## src/rtl/dtx_pkg.sv

```systemverilog
package dtx_pkg;
  typedef enum logic [2:0] {
    SEC_IDLE   = 3'd0,
    SEC_A_HOLD = 3'd1,
    SEC_A_TOG  = 3'd2,
    SEC_B      = 3'd3,
    SEC_C      = 3'd4,
    SEC_DATA   = 3'd5
  } sect_e;

  // Serial word for the last training section, first-sent bit at the MSB.
  localparam logic [15:0] C_SERIAL = 16'b0000_0100_1111_1011;
endpackage

```

## src/rtl/dtx_seq_ctl.sv

```systemverilog
module dtx_seq_ctl
  import dtx_pkg::*;
#(
  parameter int A_HOLD_SLOTS = 32,
  parameter int A_TOG_SLOTS  = 128,
  parameter int B_SLOTS      = 48,
  parameter int C_SLOTS      = 128,
  parameter int IW           = 7
) (
  input  logic          clk,
  input  logic          rst,
  input  logic          phase_start,
  input  logic          keep_train,
  input  logic          req_q,
  input  logic          eop_q,
  output sect_e         sect_q,
  output sect_e         sect_n,
  output logic [IW-1:0] idx_n
);
  logic [IW-1:0] idx_q;

  always_comb begin
    sect_n = sect_q;
    idx_n  = idx_q + 1'b1;
    unique case (sect_q)
      SEC_IDLE: begin
        idx_n = '0;
        if (phase_start) sect_n = keep_train ? SEC_DATA : SEC_A_HOLD;
      end
      SEC_A_HOLD: if (idx_q == IW'(A_HOLD_SLOTS - 1)) begin
        sect_n = SEC_A_TOG;
        idx_n  = '0;
      end
      SEC_A_TOG: if (idx_q == IW'(A_TOG_SLOTS - 1)) begin
        sect_n = SEC_B;
        idx_n  = '0;
      end
      SEC_B: if (idx_q == IW'(B_SLOTS - 1)) begin
        sect_n = SEC_C;
        idx_n  = '0;
      end
      SEC_C: if (idx_q == IW'(C_SLOTS - 1)) begin
        sect_n = SEC_DATA;
        idx_n  = '0;
      end
      SEC_DATA: begin
        idx_n = '0;
        if (!req_q && eop_q) sect_n = SEC_IDLE;
      end
      default: begin
        sect_n = SEC_IDLE;
        idx_n  = '0;
      end
    endcase
  end

  always_ff @(posedge clk) begin
    if (rst) begin
      sect_q <= SEC_IDLE;
      idx_q  <= '0;
    end else begin
      sect_q <= sect_n;
      idx_q  <= idx_n;
    end
  end

  AST_HOLD_TO_TOG: assert property (@(posedge clk) disable iff (rst)
    (sect_q == SEC_A_HOLD) |=> (sect_q inside {SEC_A_HOLD, SEC_A_TOG}));
  AST_B_TO_C: assert property (@(posedge clk) disable iff (rst)
    (sect_q == SEC_B) |=> (sect_q inside {SEC_B, SEC_C}));
  AST_BUSY_NO_RESTART: assert property (@(posedge clk) disable iff (rst)
    (sect_q inside {SEC_A_TOG, SEC_B, SEC_C, SEC_DATA}) |=> (sect_q != SEC_A_HOLD));
endmodule

```

## src/rtl/dtx_train_pattern.sv

```systemverilog
module dtx_train_pattern
  import dtx_pkg::*;
#(
  parameter int DW = 16
) (
  input  sect_e         sect,
  input  logic [3:0]    idx,
  output logic [DW-1:0] db_t,
  output logic          crca_t,
  output logic          p1_t,
  output logic          req_t
);
  logic ser_bit;

  always_comb begin
    ser_bit = C_SERIAL[4'd15 - idx];
    db_t    = '0;
    crca_t  = 1'b0;
    p1_t    = 1'b0;
    req_t   = 1'b0;
    unique case (sect)
      SEC_A_TOG: begin
        req_t  = ~idx[0];
        db_t   = {DW{~idx[0]}};
        crca_t = ~idx[0];
        p1_t   = ~idx[0];
      end
      SEC_B: begin
        req_t  = ~idx[0];
        db_t   = {DW{~idx[1]}};
        crca_t = ~idx[1];
        p1_t   = ~idx[1];
      end
      SEC_C: begin
        req_t  = ~idx[0];
        db_t   = {DW{ser_bit}};
        crca_t = ser_bit;
        p1_t   = ~idx[1];
      end
      default: ;
    endcase
  end
endmodule

```

## src/rtl/dtx_drive_boost.sv

```systemverilog
module dtx_drive_boost #(
  parameter int NL = 19
) (
  input  logic          en,
  input  logic [NL-1:0] cur,
  input  logic [NL-1:0] nxt,
  output logic [NL-1:0] boost
);
  for (genvar i = 0; i < NL; i++) begin : g_line
    assign boost[i] = en & (cur[i] ^ nxt[i]);
  end
endmodule

```

## src/rtl/dtx_link_tx.sv

```systemverilog
module dtx_link_tx
  import dtx_pkg::*;
#(
  parameter int DW           = 16,
  parameter int A_HOLD_SLOTS = 32,
  parameter int A_TOG_SLOTS  = 128,
  parameter int B_SLOTS      = 48,
  parameter int C_REPS       = 8,
  parameter logic [DW-1:0] FILL_WORD = {(DW/8){8'h5A}}
) (
  input  logic            clk,
  input  logic            rst,
  input  logic            phase_start,
  input  logic            keep_train,
  input  logic            pcomp_en,
  input  logic            src_valid,
  output logic            src_ready,
  input  logic [2*DW-1:0] src_data,
  input  logic            src_last_unit,
  input  logic            src_end,
  output logic [DW-1:0]   db_out,
  output logic            crca_out,
  output logic            p1_out,
  output logic            req_out,
  output logic [DW+2:0]   drv_boost,
  output logic            done
);
  localparam int C_SLOTS = 16 * C_REPS;
  localparam int MAX_AB  = (A_HOLD_SLOTS > A_TOG_SLOTS) ? A_HOLD_SLOTS : A_TOG_SLOTS;
  localparam int MAX_BC  = (B_SLOTS > C_SLOTS) ? B_SLOTS : C_SLOTS;
  localparam int MAXS    = (MAX_AB > MAX_BC) ? MAX_AB : MAX_BC;
  localparam int IW      = $clog2(MAXS);
  localparam int NL      = DW + 3;

  sect_e         sect_q, sect_n;
  logic [IW-1:0] idx_n;

  logic [DW-1:0] db_q, db_n, hi_q, hi_n, db_t;
  logic          crca_q, crca_n, p1_q, p1_n, req_q, req_n;
  logic          crca_t, p1_t, req_t;
  logic          vld_q, vld_n, lastu_q, lastu_n, eop_q, eop_n;
  logic          done_q, done_n, take;
  logic [NL-1:0] lines_q, lines_n, boost_q, boost_n;

  dtx_seq_ctl #(
    .A_HOLD_SLOTS(A_HOLD_SLOTS), .A_TOG_SLOTS(A_TOG_SLOTS),
    .B_SLOTS(B_SLOTS), .C_SLOTS(C_SLOTS), .IW(IW)
  ) u_seq (
    .clk(clk), .rst(rst), .phase_start(phase_start), .keep_train(keep_train),
    .req_q(req_q), .eop_q(eop_q), .sect_q(sect_q), .sect_n(sect_n), .idx_n(idx_n)
  );

  dtx_train_pattern #(.DW(DW)) u_pat (
    .sect(sect_n), .idx(idx_n[3:0]),
    .db_t(db_t), .crca_t(crca_t), .p1_t(p1_t), .req_t(req_t)
  );

  // A pair is taken only when the next slot is a rising data slot.
  assign src_ready = (sect_n == SEC_DATA) && !req_q;
  assign take      = src_valid && src_ready;

  always_comb begin
    db_n    = db_t;
    crca_n  = crca_t;
    p1_n    = p1_t;
    req_n   = req_t;
    hi_n    = hi_q;
    vld_n   = 1'b0;
    lastu_n = 1'b0;
    eop_n   = 1'b0;
    if (sect_n == SEC_DATA) begin
      if (!req_q) begin
        req_n   = 1'b1;
        vld_n   = take;
        lastu_n = take && src_last_unit;
        eop_n   = take && src_end;
        hi_n    = src_data[2*DW-1:DW];
        db_n    = take ? src_data[DW-1:0] : FILL_WORD;
        crca_n  = take && src_last_unit;
        p1_n    = (take != vld_q) ? p1_q : ~p1_q;
      end else begin
        req_n   = 1'b0;
        vld_n   = vld_q;
        lastu_n = lastu_q;
        eop_n   = eop_q;
        db_n    = vld_q ? hi_q : FILL_WORD;
        crca_n  = vld_q && lastu_q;
        p1_n    = p1_q;
      end
    end
  end

  assign lines_q = {req_q, p1_q, crca_q, db_q};
  assign lines_n = {req_n, p1_n, crca_n, db_n};
  assign done_n  = (sect_q == SEC_DATA) && (sect_n == SEC_IDLE);

  dtx_drive_boost #(.NL(NL)) u_boost (
    .en(pcomp_en), .cur(lines_q), .nxt(lines_n), .boost(boost_n)
  );

  always_ff @(posedge clk) begin
    if (rst) begin
      db_q    <= '0;
      hi_q    <= '0;
      crca_q  <= 1'b0;
      p1_q    <= 1'b0;
      req_q   <= 1'b0;
      vld_q   <= 1'b0;
      lastu_q <= 1'b0;
      eop_q   <= 1'b0;
      done_q  <= 1'b0;
      boost_q <= '0;
    end else begin
      db_q    <= db_n;
      hi_q    <= hi_n;
      crca_q  <= crca_n;
      p1_q    <= p1_n;
      req_q   <= req_n;
      vld_q   <= vld_n;
      lastu_q <= lastu_n;
      eop_q   <= eop_n;
      done_q  <= done_n;
      boost_q <= boost_n;
    end
  end

  assign db_out    = db_q;
  assign crca_out  = crca_q;
  assign p1_out    = p1_q;
  assign req_out   = req_q;
  assign drv_boost = boost_q;
  assign done      = done_q;

  AST_REQ_ALT: assert property (@(posedge clk) disable iff (rst)
    req_q |=> !req_q);
  AST_READY_THEN_RISE: assert property (@(posedge clk) disable iff (rst)
    src_ready |=> req_q);
  AST_P1_STILL_ON_FALL: assert property (@(posedge clk) disable iff (rst)
    (req_q && (sect_q inside {SEC_C, SEC_DATA})) |=> $stable(p1_q));
  AST_FILL_NO_CRCA: assert property (@(posedge clk) disable iff (rst)
    (sect_q == SEC_DATA && !vld_q) |-> !crca_q);
  AST_DONE_PULSE: assert property (@(posedge clk) disable iff (rst)
    done_q |=> !done_q);
  AST_DONE_QUIET: assert property (@(posedge clk) disable iff (rst)
    done_q |-> (lines_q == '0));
  AST_BOOST_DIFF: assert property (@(posedge clk) disable iff (rst)
    $past(pcomp_en) |-> (boost_q == (lines_q ^ $past(lines_q))));
  AST_BOOST_OFF: assert property (@(posedge clk) disable iff (rst)
    !$past(pcomp_en) |-> (boost_q == '0));
endmodule

```

## config.mk

```make
export PLATFORM = sky130hd
export DESIGN_NAME = dtx_link_tx
export DESIGN_NICKNAME = d
export VERILOG_FILES = /design/src/rtl/dtx_pkg.sv /design/src/rtl/dtx_seq_ctl.sv /design/src/rtl/dtx_train_pattern.sv /design/src/rtl/dtx_drive_boost.sv /design/src/rtl/dtx_link_tx.sv
export SDC_FILE = /design/constraint.sdc
export NUM_CORES = 1
export LEC_CHECK = 0
export CORE_MARGIN = 1.5
export CORE_UTILIZATION = 44
export DETAILED_ROUTE_END_ITERATION = 10
export GPL_ROUTABILITY_DRIVEN = 1
export GPL_TIMING_DRIVEN = 0
export PLACE_DENSITY = 0.76
export RECOVER_POWER = 50
export SETUP_SLACK_MARGIN = 0.2
export SLEW_MARGIN = 20
export SYNTH_ARGS = -nofsm -noshare
export SYNTH_HDL_FRONTEND = slang
export SYNTH_SLANG_ARGS = --single-unit
```

## constraint.sdc

```tcl
create_clock -name clk -period 2.3 [get_ports clk]
set_input_delay 0.23 -clock clk [delete_from_list [all_inputs] [get_ports clk]]
set_output_delay 0.23 -clock clk [all_outputs]
set_load 0.005 [all_outputs]
```

==> results_dict.tcl <==
set metrics [dict create \
    cts.htree.levels 3 \
    fin_ws_ns -0.1600 \
    synth.cells.most_frequent "nor2_1 (70), dfxtp_1 (68), nor3_1 (36), nand2_1 (28), o21a_1 (18)" \
    grt_max_degree 15 \
    post_drt_via_cell_ratio 5.353 \
    layout_cells_sized_above_1_pct 31.34 \
    cts.clk_slew.worst_paths_ns 0.08 \
    finalSetupTns_ns -3.057 \
    start_kind "flip-flop" \
    critPathMaxStageDelay_ns 0.36 \
    clk-insertion-delay-late_ns 0.36 \
    timing_worst_setup_path_type "reg2out" \
    hold_start "src_data[22]" \
    area_of_the_die_mm2 0.007524 \
    synthesized_area_divided_by_synthesized_cell_count_um2 8.453 \
    ff_latch_area_mm2 0.001368 \
    first_global_vias 2839 \
    drcViolationCount 0 \
    top_post_synthesis_cells_by_area "dfxtp_1 (44%), nor2_1 (8.5%), nor3_1 (5.8%), o21a_1 (4.4%), nand2_1 (3.4%)" \
    die_y_um 86.74 \
    fp-row-count 30 \
    status "finished with violations" \
    ctsRootBufferMaster "clkbuf_8" \
    first_pass_grt_wire_length_um 14430 \
    clock_tree_from_tritoncts "built" \
    port_buffers 78 \
    n_fill_cell 485 \
    overflow 0 \
    setup_slack_placement_ns -0.5274 \
    reg2reg_from "u_seq.idx_q[0]" \
    peakVddDrop_mv 0.4076 \
    setup.worst_path.start "u_seq.idx_q[0]" \
    timing.critical_path.required_ns 2.07 \
    gp_routability_congestion 0.8637 \
    dpl_cell_area_mm2 0.004024 \
    grt_setup_unrepaired "yes" \
    final.period_utilization_pct 107.0 \
    design.final.nets 521 \
    detail_route.iter0.violations 244 \
    die_w_um 86.74 \
    critPathBufInv 4 \
    ys_warn_count 0 \
    pwr_density_cell_mw_per_mm2 654.2 \
    timing.final.hold_violations 0 \
    placed_cell_count 539 \
    area_growth_pct 56.73 \
    worst_pin_slew_ns 0.6455 \
    design.core.area_mm2 0.006794 \
    final.setup_skew_ns 0.01209 \
    postCtsHoldBufs 0 \
    final_area_mm2 0.004836 \
    critical_path_peak_fanout 4 \
    post_drt_wl_per_cell_um 16.44 \
    syn_inst 365 \
    finalNonFillerCells 581 \
    track_usage_pct 25.19 \
    grt_antenna_before_repair 0 \
    synth_top_area_share_pct 44.12 \
    start_util_pct 45.41 \
    ff2ff_setup_slack_ns -0.15 \
    synth_async_sr_flop_share_pct 0 \
    hold_path_depth 3 \
    netlist.top_cell.by_area "dfxtp_1" \
    rr_endpoint "drv_boost[4]" \
    final_max_slew_viol_count 0 \
    diodes 0 \
    totalWireLength_um 9554 \
    violated_checks "setup timing" \
    holdCritPathClass "in2reg" \
    cts_num_sinks 68 \
    cp_common_cell "buf_6" \
    critical_path.top_delay_family "compound AO/OA/AOI/OAI gates" \
    critPathCaptureType "output port" \
    cp.arrival_ns 2.23 \
    hold_path_end "hi_q[6]" \
    netlist_area_mm2 0.003085 \
    vias 3110 \
    most_repeated_cell_in_the_gate_level_netlist_after_synthesis "nor2_1" \
    mappedNetlistNets 406 \
    cts-root-to-sink-buffers 2 \
    reg2regPathDepth 11 \
    seq_area_frac_synth_pct 44.12 \
    ys_seq_elements 68 \
    final_period_minus_worst_setup_slack_ns 2.460 \
    first_pass_iters 4 \
    ys_dominant_reg_cell "dfxtp_1" \
    antenna_violating_nets_post_route 0 \
    detailedPlacementHpwl_um 5950 \
    path_cells "ha_4, and3_4, a31o_1, a211oi_4, o21bai_2, or2_1, buf_6, clkinv_8, buf_8, buf_6" \
    synth-edff-count 0 \
    setup_viol 42 \
    boundaryPins 80 \
    maxCapViolations 0 \
    static-leakage-power_nw 1.834 \
    clock.fmax_ghz 0.4065 \
    cp_slowest_cell "dfxtp_4" \
    multiInputGateArea_mm2 0.001884 \
    ys_types 54 \
    slew-limit-headroom_pct 56.96 \
    postLayoutCoreUtil_pct 71.18 \
    cts_inserted_buffers 9 \
]
-- routing by layer --
layer / GRT usage (%) / wire (um) / up-vias
li1: - / - / 1508
met1: 34.23 / 4323 / 1477
met2: 39.84 / 4640 / 107
met3: 4.095 / 361 / 18
met4: 10.41 / 228 / 0
met5: 0 / 0 / -
-- cells in the final DEF, fill, tap and decap left out, drive strengths merged, types with 18 or more instances in the layout --
master,count
dlygate4sd3,27
clkdlybuf4s50,50
buf,39
nor2,70
clkbuf,21
dfxtp,68
nand2,37
nor3,37
o21a,18
a21oi,24
-- worst max path at each step --
stage	to	slack, ns	depth (start not counted)
2_1_floorplan	src_ready	0.15	9
3_3_place_gp	src_ready	-0.54	10
3_5_place_dp	src_ready	-0.53	10
4_1_cts	src_ready	-0.15	10
5_1_grt	drv_boost[11]	-0.22	11
6_report	src_ready	-0.16	10
-- kinds of logic (layout without fill, tap and decap cells) --
family,count (synthesis),in the layout,share of synthesized area (%)
AND/OR/NAND/NOR,174,174,26.64
AO/OA/AOI/OAI,84,85,20.92
flip-flops,68,68,44.12
buffers and inverters,29,148,5.312
XOR/XNOR,8,8,2.271
adder cells (fa/ha/maj),1,1,0.4055
multiplexers,1,1,0.3244
-- sequential cells by signal, summed over array words and instances, names as in the netlist --
signal,count
lastu_q,1
done,1
u_seq.idx_q,7
drv_boost,19
u_seq.sect_q,3
p1_out,1
crca_out,1
db_out,16
hi_q,16
vld_q,1
req_out,1
eop_q,1
-- power breakdown --
part	switching (W)	internal, W	total, W
logic	0.000401	0.000410	0.000811
registers	0.0000596	0.00126	0.00132
clock network	0.000520	0.000518	0.00104
total	0.000981	0.00218	0.00316
-- layout make-up --
class	instances	share of cell area, %
inverter	4	0.5692
sequential	68	28.28
clock buffer	9	2.561
tap	96	2.484
multi-input combinational	269	38.97
buffer	25	3.803
timing repair buffer	103	21.66
clock inverter	7	1.682
-- timing repair --
action,in CTS,in global routing
hold endpoints to repair,0,0
endpoints found under the setup margin,53,55
pin swaps,26,15
cloned,5,2
resized for setup,48,56
setup buffers,15,4
-- worst reg2reg max path: cells and delay by family, from the launching register on --
family                   cells  cell delay (ns)
AND/OR/NAND/NOR              2             0.32
AO/OA/AOI/OAI                5             1.05
flip-flops                   1             0.36
buffers and inverters        3             0.50
adder cells (fa/ha/maj)      1             0.16
-- stage by stage --
step	total power [W]	hold WS [ns]
global placement	0.001941	0.4452
CTS	0.003047	0.4189
detailed placement	0.001953	0.4513
global route	0.003289	0.4292
floorplan	0.001699	0.3569
finish	0.003164	0.4200
No activity file was read; power rests on OpenSTA's default activity.
